`src/rtl/pfb_pkg.sv`:
```
package pfb_pkg;
  typedef struct packed {
    logic vld;
    logic req;
    logic rdy;
  } ent_flags_t;

  localparam ent_flags_t ENT_FRESH = '{vld: 1'b1, req: 1'b0, rdy: 1'b0};
endpackage

```
`src/rtl/pfb_age_pick.sv`:
```
// first set bit of mask_i in age order starting at head_i
module pfb_age_pick #(
  parameter int DEPTH = 4,
  parameter int PTR_W = 2
) (
  input  logic [PTR_W-1:0] head_i,
  input  logic [DEPTH-1:0] mask_i,
  output logic             found_o,
  output logic [PTR_W-1:0] slot_o
);
  logic [DEPTH-1:0] aged;
  logic [PTR_W-1:0] off;

  for (genvar k = 0; k < DEPTH; k++) begin : g_rot
    assign aged[k] = mask_i[PTR_W'(head_i + PTR_W'(k))];
  end

  always_comb begin
    found_o = 1'b0;
    off     = '0;
    for (int k = DEPTH - 1; k >= 0; k--) begin
      if (aged[k]) begin
        found_o = 1'b1;
        off     = PTR_W'(k);
      end
    end
  end

  assign slot_o = head_i + off;
endmodule

```
`src/rtl/pfb_stale_ctr.sv`:
```
// in-flight requests orphaned by restarts
module pfb_stale_ctr #(
  parameter int CNT_W = 4
) (
  input  logic             clk_i,
  input  logic             rst_ni,
  input  logic             flush_i,
  input  logic             resp_valid_i,
  input  logic             req_fire_i,
  input  logic [CNT_W-1:0] live_i,
  output logic [CNT_W-1:0] stale_o,
  output logic             drop_o,
  output logic             resp_live_o
);
  logic [CNT_W-1:0] nxt;

  assign drop_o      = resp_valid_i & (stale_o != '0);
  assign resp_live_o = resp_valid_i & (stale_o == '0) & (live_i != '0);

  always_comb begin
    nxt = stale_o - CNT_W'(drop_o);
    if (flush_i) nxt = nxt + live_i - CNT_W'(resp_live_o) + CNT_W'(req_fire_i);
  end

  always_ff @(posedge clk_i or negedge rst_ni) begin
    if (!rst_ni) stale_o <= '0;
    else         stale_o <= nxt;
  end
endmodule

```
`src/rtl/pfb_stream_buf.sv`:
```
module pfb_stream_buf
  import pfb_pkg::*;
#(
  parameter int ADDR_W     = 32,
  parameter int DATA_W     = 512,
  parameter int DEPTH      = 4,
  parameter int LINE_BYTES = 64,
  parameter int MAX_OUT    = 8
) (
  input  logic              clk_i,
  input  logic              rst_ni,
  input  logic              lookup_valid_i,
  input  logic [ADDR_W-1:0] lookup_addr_i,
  input  logic              l1_miss_i,
  output logic              hit_o,
  output logic              pend_hit_o,
  output logic [DATA_W-1:0] line_data_o,
  output logic              mem_req_valid_o,
  input  logic              mem_req_ready_i,
  output logic [ADDR_W-1:0] mem_req_addr_o,
  input  logic              mem_resp_valid_i,
  input  logic [DATA_W-1:0] mem_resp_data_i
);
  localparam int OFF_W = $clog2(LINE_BYTES);
  localparam int LA_W  = ADDR_W - OFF_W;
  localparam int PTR_W = (DEPTH > 1) ? $clog2(DEPTH) : 1;
  localparam int CNT_W = $clog2(MAX_OUT + DEPTH + 1);

  logic [LA_W-1:0]   line_q [DEPTH];
  logic [DATA_W-1:0] data_q [DEPTH];
  ent_flags_t        flg_q  [DEPTH];
  logic [PTR_W-1:0]  head_q;
  logic [LA_W-1:0]   tail_line_q;

  logic [LA_W-1:0]  look_line;
  logic             unused_off;
  logic             head_match, flush, pop;
  logic [DEPTH-1:0] need_req, wait_rsp;
  logic [CNT_W-1:0] live_out, stale_q;
  logic             req_found, rsp_found, req_fire, drop, resp_live;
  logic [PTR_W-1:0] req_slot, rsp_slot;

  assign look_line  = lookup_addr_i[ADDR_W-1:OFF_W];
  assign unused_off = ^lookup_addr_i[OFF_W-1:0];

  // probe oldest entry only, same cycle as the cache
  assign head_match = lookup_valid_i & flg_q[head_q].vld & (line_q[head_q] == look_line);
  assign hit_o       = head_match & flg_q[head_q].rdy;
  assign pend_hit_o  = head_match & ~flg_q[head_q].rdy;
  assign line_data_o = data_q[head_q];
  assign flush       = lookup_valid_i & l1_miss_i & ~head_match;
  assign pop         = hit_o;

  always_comb begin
    live_out = '0;
    for (int s = 0; s < DEPTH; s++) begin
      need_req[s] = flg_q[s].vld & ~flg_q[s].req;
      wait_rsp[s] = flg_q[s].vld & flg_q[s].req & ~flg_q[s].rdy;
      live_out    = live_out + CNT_W'(wait_rsp[s]);
    end
  end

  pfb_age_pick #(.DEPTH(DEPTH), .PTR_W(PTR_W)) u_req_pick (
    .head_i (head_q),
    .mask_i (need_req),
    .found_o(req_found),
    .slot_o (req_slot)
  );

  pfb_age_pick #(.DEPTH(DEPTH), .PTR_W(PTR_W)) u_rsp_pick (
    .head_i (head_q),
    .mask_i (wait_rsp),
    .found_o(rsp_found),
    .slot_o (rsp_slot)
  );

  pfb_stale_ctr #(.CNT_W(CNT_W)) u_stale (
    .clk_i       (clk_i),
    .rst_ni      (rst_ni),
    .flush_i     (flush),
    .resp_valid_i(mem_resp_valid_i),
    .req_fire_i  (req_fire),
    .live_i      (live_out),
    .stale_o     (stale_q),
    .drop_o      (drop),
    .resp_live_o (resp_live)
  );

  assign mem_req_valid_o = req_found & ((stale_q + live_out) < CNT_W'(MAX_OUT));
  assign mem_req_addr_o  = {line_q[req_slot], {OFF_W{1'b0}}};
  assign req_fire        = mem_req_valid_o & mem_req_ready_i;

  always_ff @(posedge clk_i or negedge rst_ni) begin
    if (!rst_ni) begin
      for (int s = 0; s < DEPTH; s++) begin
        line_q[s] <= '0;
        data_q[s] <= '0;
        flg_q[s]  <= '0;
      end
    end else if (flush) begin
      for (int s = 0; s < DEPTH; s++) begin
        line_q[s] <= look_line + LA_W'(s + 1);
        flg_q[s]  <= ENT_FRESH;
      end
    end else begin
      for (int s = 0; s < DEPTH; s++) begin
        if (resp_live && rsp_found && rsp_slot == PTR_W'(s)) begin
          data_q[s]     <= mem_resp_data_i;
          flg_q[s].rdy  <= 1'b1;
        end
        if (req_fire && req_slot == PTR_W'(s)) flg_q[s].req <= 1'b1;
        // retired slot becomes the new youngest line
        if (pop && head_q == PTR_W'(s)) begin
          line_q[s] <= tail_line_q + LA_W'(1);
          flg_q[s]  <= ENT_FRESH;
        end
      end
    end
  end

  always_ff @(posedge clk_i or negedge rst_ni) begin
    if (!rst_ni) begin
      head_q      <= '0;
      tail_line_q <= '0;
    end else if (flush) begin
      head_q      <= '0;
      tail_line_q <= look_line + LA_W'(DEPTH);
    end else if (pop) begin
      head_q      <= head_q + PTR_W'(1);
      tail_line_q <= tail_line_q + LA_W'(1);
    end
  end
endmodule

```
`config.mk`:
```
export PLATFORM = sky130hd
export DESIGN_NAME = pfb_stream_buf
export DESIGN_NICKNAME = d
export VERILOG_FILES = /design/src/rtl/pfb_pkg.sv /design/src/rtl/pfb_age_pick.sv /design/src/rtl/pfb_stale_ctr.sv /design/src/rtl/pfb_stream_buf.sv
export SDC_FILE = /design/constraint.sdc
export NUM_CORES = 2
export LEC_CHECK = 0
export BUFFER_PORTS_ARGS = -buffer_cell sky130_fd_sc_hd__buf_2
export CAP_MARGIN = 40
export CORE_MARGIN = 1
export CORE_UTILIZATION = 50
export CTS_CLUSTER_SIZE = 16
export DETAILED_ROUTE_END_ITERATION = 6
export PLACE_DENSITY = 0.72
export SYNTH_ARGS = -nofsm -noshare
export SYNTH_HDL_FRONTEND = slang
export SYNTH_SLANG_ARGS = --single-unit
```
`constraint.sdc`:
```
create_clock -name clk_i -period 4.2 [get_ports clk_i]
set_input_delay 0.21 -clock clk_i [delete_from_list [all_inputs] [get_ports clk_i]]
set_output_delay 0.21 -clock clk_i [all_outputs]
set_load 0.005 [all_outputs]
```
==> flow_metrics.env <==
export IMPL_io_pins=1097
export IMPL_hold_depth=5
export IMPL_combPwrFrac_pct=17.1
export IMPL_worst_path_buf_inv=5
export IMPL_drv_cap=0
export IMPL_netlist_area_um2=99430
export IMPL_synthArstFlopShare_pct=100.0
export IMPL_grt_antenna_before_repair=55
export IMPL_vias=61710
export IMPL_drc=0
export IMPL_cpMostUsedCell="buf_12"
export IMPL_tightest_slew_ns=1.015
export IMPL_placed_cells=9715
export IMPL_final_cells=10740
export IMPL_report_final_setup_viol=0
export IMPL_critPathTopFamily="buffers and inverters"
export IMPL_synth_top_area_cell="dfrtp_1"
export IMPL_syn2layout_area_growth_pct=22.90
export IMPL_final_cell_mix="dfrtp_1, mux2_2, buf_2"
export IMPL_clk_latency_ns=0.88
export IMPL_overflow=0
export IMPL_post_drt_wl_per_cell_um=24.95
export IMPL_fin_nets=8442
export IMPL_port_buffer_count=1084
export IMPL_cts_tree="yes"
export IMPL_period_needed_ns=4.118
export IMPL_fp_dieArea_um2=200600
export IMPL_required_ns=3.99
export IMPL_status="finished, final reports clean"
export IMPL_startpoint="head_q[1]$_DFFE_PN0P_"
export IMPL_initial_core_util_pct=50.36
export IMPL_ys_ff_latch=2196
export IMPL_cts_sinks=2196
export IMPL_crit_path_cell_trace="buf_12, buf_16, mux2_2, a311oi_1, xnor2_2, buf_8, buf_12, mux4_2, buf_2"
export IMPL_syn_avg_cell_area_um2=16.13
export IMPL_synth_main_ff_cell="dfrtp_1"
export IMPL_synth_edf_count=0
export IMPL_place_area_um2=108600
export IMPL_fp_dieH_um=447.9
export IMPL_cp_max_fo=45
export IMPL_critical_path_class="flip-flop to output port"
export IMPL_min_period_over_period_pct=98.06
export IMPL_cts_max_level=4
export IMPL_internal_power_w=0.04024
export IMPL_numCtsBuffers=222
export IMPL_holdCritStartpoint="l1_miss_i"
export IMPL_clkTransAtPathRegs_ns=0.06
export IMPL_netlist_instances=6163
export IMPL_drive_above_1_share_pct=42.40
export IMPL_slowest_stage="a311oi_1"
export IMPL_startpoint_type="flip-flop"
export IMPL_clockBufferDepth=3
export IMPL_cp_arrival_ns=3.91
export IMPL_hold_path_class="primary input to flip-flop"
export IMPL_power_density_nw_per_um2=444.3
export IMPL_grt_pass1_wl_mm=411.7
export IMPL_max_slew_margin_pct=32.34
export IMPL_track_usage_pct=26.68
export IMPL_ys_seq_area_share_pct=55.27
export IMPL_r2r_start="head_q[0]$_DFFE_PN0P_"
export IMPL_place_congestion=0.9163
export IMPL_fp_dieW_um=447.9
export IMPL_final_common_cell="dfrtp_1"
export IMPL_clockRootBuffer="clkbuf_16"
export IMPL_drv_slew=0
export IMPL_routed_wl_mm=267.9
export IMPL_max_clock_freq_mhz=242.8
export IMPL_hpwlAfterDp_mm=183.6
export IMPL_fin_util_pct=61.90
export IMPL_via_per_inst=5.747
export IMPL_first_pass_iters=6
export IMPL_placementRows=163
export IMPL_coreArea_um2=197400
export IMPL_endpoint_kind="output port"
export IMPL_hold_violations=0
export IMPL_switching_share_pct=25.88
export IMPL_peakVddDrop_mv=0.4170
export IMPL_seq_power_share_pct=45.2
export IMPL_design_area_um2=122200
export IMPL_synth_top_area_share_pct=55.27
export IMPL_p_clk_share_pct=37.7
export IMPL_drt_iter0_drc=4280
export IMPL_crit_path_max_incr_delay_ns=0.48
export IMPL_p_switching_w=0.01405
export IMPL_ys_types=67
export IMPL_synth_area_top_cells="dfrtp_1, mux4_2, mux2_2"
export IMPL_yosys_warnings=0
export IMPL_cp_num_cells=9
export IMPL_grt_pass1_vias=66600
export IMPL_final_antenna_net_count=0
export IMPL_worstRegToRegCells=13
export IMPL_grt_max_degree=165
export IMPL_p_leak_nw=61.17
export IMPL_skew_ns=0.04129
-- cells in the mapped netlist (all sizes together), types with 17 or more instances --
master	instances
mux2	2052
o21ai	77
mux2i	87
nand3	37
or3	17
xnor2	109
a21oi	38
inv	53
dfrtp	2196
mux4	553
nor3	17
nand2	124
ha	22
clkbuf	128
buf	309
xor2	55
o22ai	23
nor2	95
nand4	24
a31oi	20
-- per-stage QoR --
step                TNS [ns]  setup slack, ns  hold slack [ns]  power (W)
floorplan                  0          0.01298         -0.08559    0.02913
global placement     -0.4748          -0.1894           0.3246    0.03309
detailed placement   -0.2445          -0.1053           0.3249    0.03349
CTS                        0         0.003570          0.02804    0.05457
global route        -0.05485         -0.03386          0.08226    0.05641
finish                     0          0.08152          0.09318    0.05429
-- layout make-up --
class,instances,area [um2]
antenna,42,105.1
clock buffer,326,6519
clock inverter,87,1126
fill,14510,75220
inverter,53,201.4
multi-input combinational,3482,41540
sequential,2196,54960
tap,2640,3303
timing repair buffer,1912,14440
-- worst reg2reg max path: stages, from the launching register on --
cell,delay (ns)
dfrtp_4,0.47
buf_4,0.17
mux4_2,0.51
xor2_1,0.18
nor4_1,0.31
buf_4,0.19
o2111ai_1,0.16
nor4_4,0.34
buf_4,0.19
a21oi_4,0.08
nor3b_4,0.32
buf_12,0.26
buf_4,0.37
mux2_1,0.34
-- state kept, by name (all words and copies together) (netlist names) --
signal	flops
data_q	2048
flg_q	12
u_stale.stale_o	4
line_q	104
head_q	2
tail_line_q	26
-- layer usage --
| metal | vias up | global-route usage, % | wire length (um) |
|---|---|---|---|
| met4 | 30 | 14.33 | 15680 |
| li1 | 26370 | - | - |
| met3 | 648 | 6.395 | 18260 |
| met2 | 1955 | 41.56 | 127000 |
| met1 | 32710 | 34.67 | 106700 |
| met5 | - | 0 | 189 |
-- what timing repair did --
action / CTS / global route
gates resized for setup: 10 / 15
setup buffers: 13 / 4
hold endpoints to repair: 2850 / 0
cloned: 1 / 1
setup endpoints to repair: 170 / 42
pin swaps: 5 / 14
hold buffers: 548 / 0
-- power by group through the flow --
stage	Sequential, W	Clock (W)	Combinational [W]
global route	0.0248	0.0217	0.00990
global placement	0.0247	0	0.00839
floorplan	0.0245	0	0.00468
CTS	0.0245	0.0208	0.00921
detailed placement	0.0249	0	0.00861
finish	0.0245	0.0205	0.00927
-- path summary, 6_finish.rpt --
| check | to | slack (ns) |
|---|---|---|
| worst max-delay path | mem_req_addr_o[21] | 0.08 |
| worst min-delay path | u_stale.stale_o[0]$_DFF_PN0_ | 0.09 |
| worst max register to register | data_q[97]$_DFFE_PN0P_ | 0.16 |
| worst min register to register | data_q[864]$_DFFE_PN0P_ | 0.48 |
| max in group asynchronous | data_q[1480]$_DFFE_PN0P_ | 2.13 |
| min in group asynchronous | flg_q[11]$_DFFE_PN0N_ | 0.57 |
-- cell families after synthesis --
kind of cell / after synthesis / synth area share, %
buffers and inverters: 490 / 3.074
multiplexers: 2692 / 36.64
AO/OA/AOI/OAI: 216 / 1.374
flip-flops: 2196 / 55.27
XOR/XNOR: 164 / 1.445
other: 1 / 0.003772
AND/OR/NAND/NOR: 379 / 1.852
adder cells (fa/ha/maj): 25 / 0.3373
(Power assumes the default switching activity.)
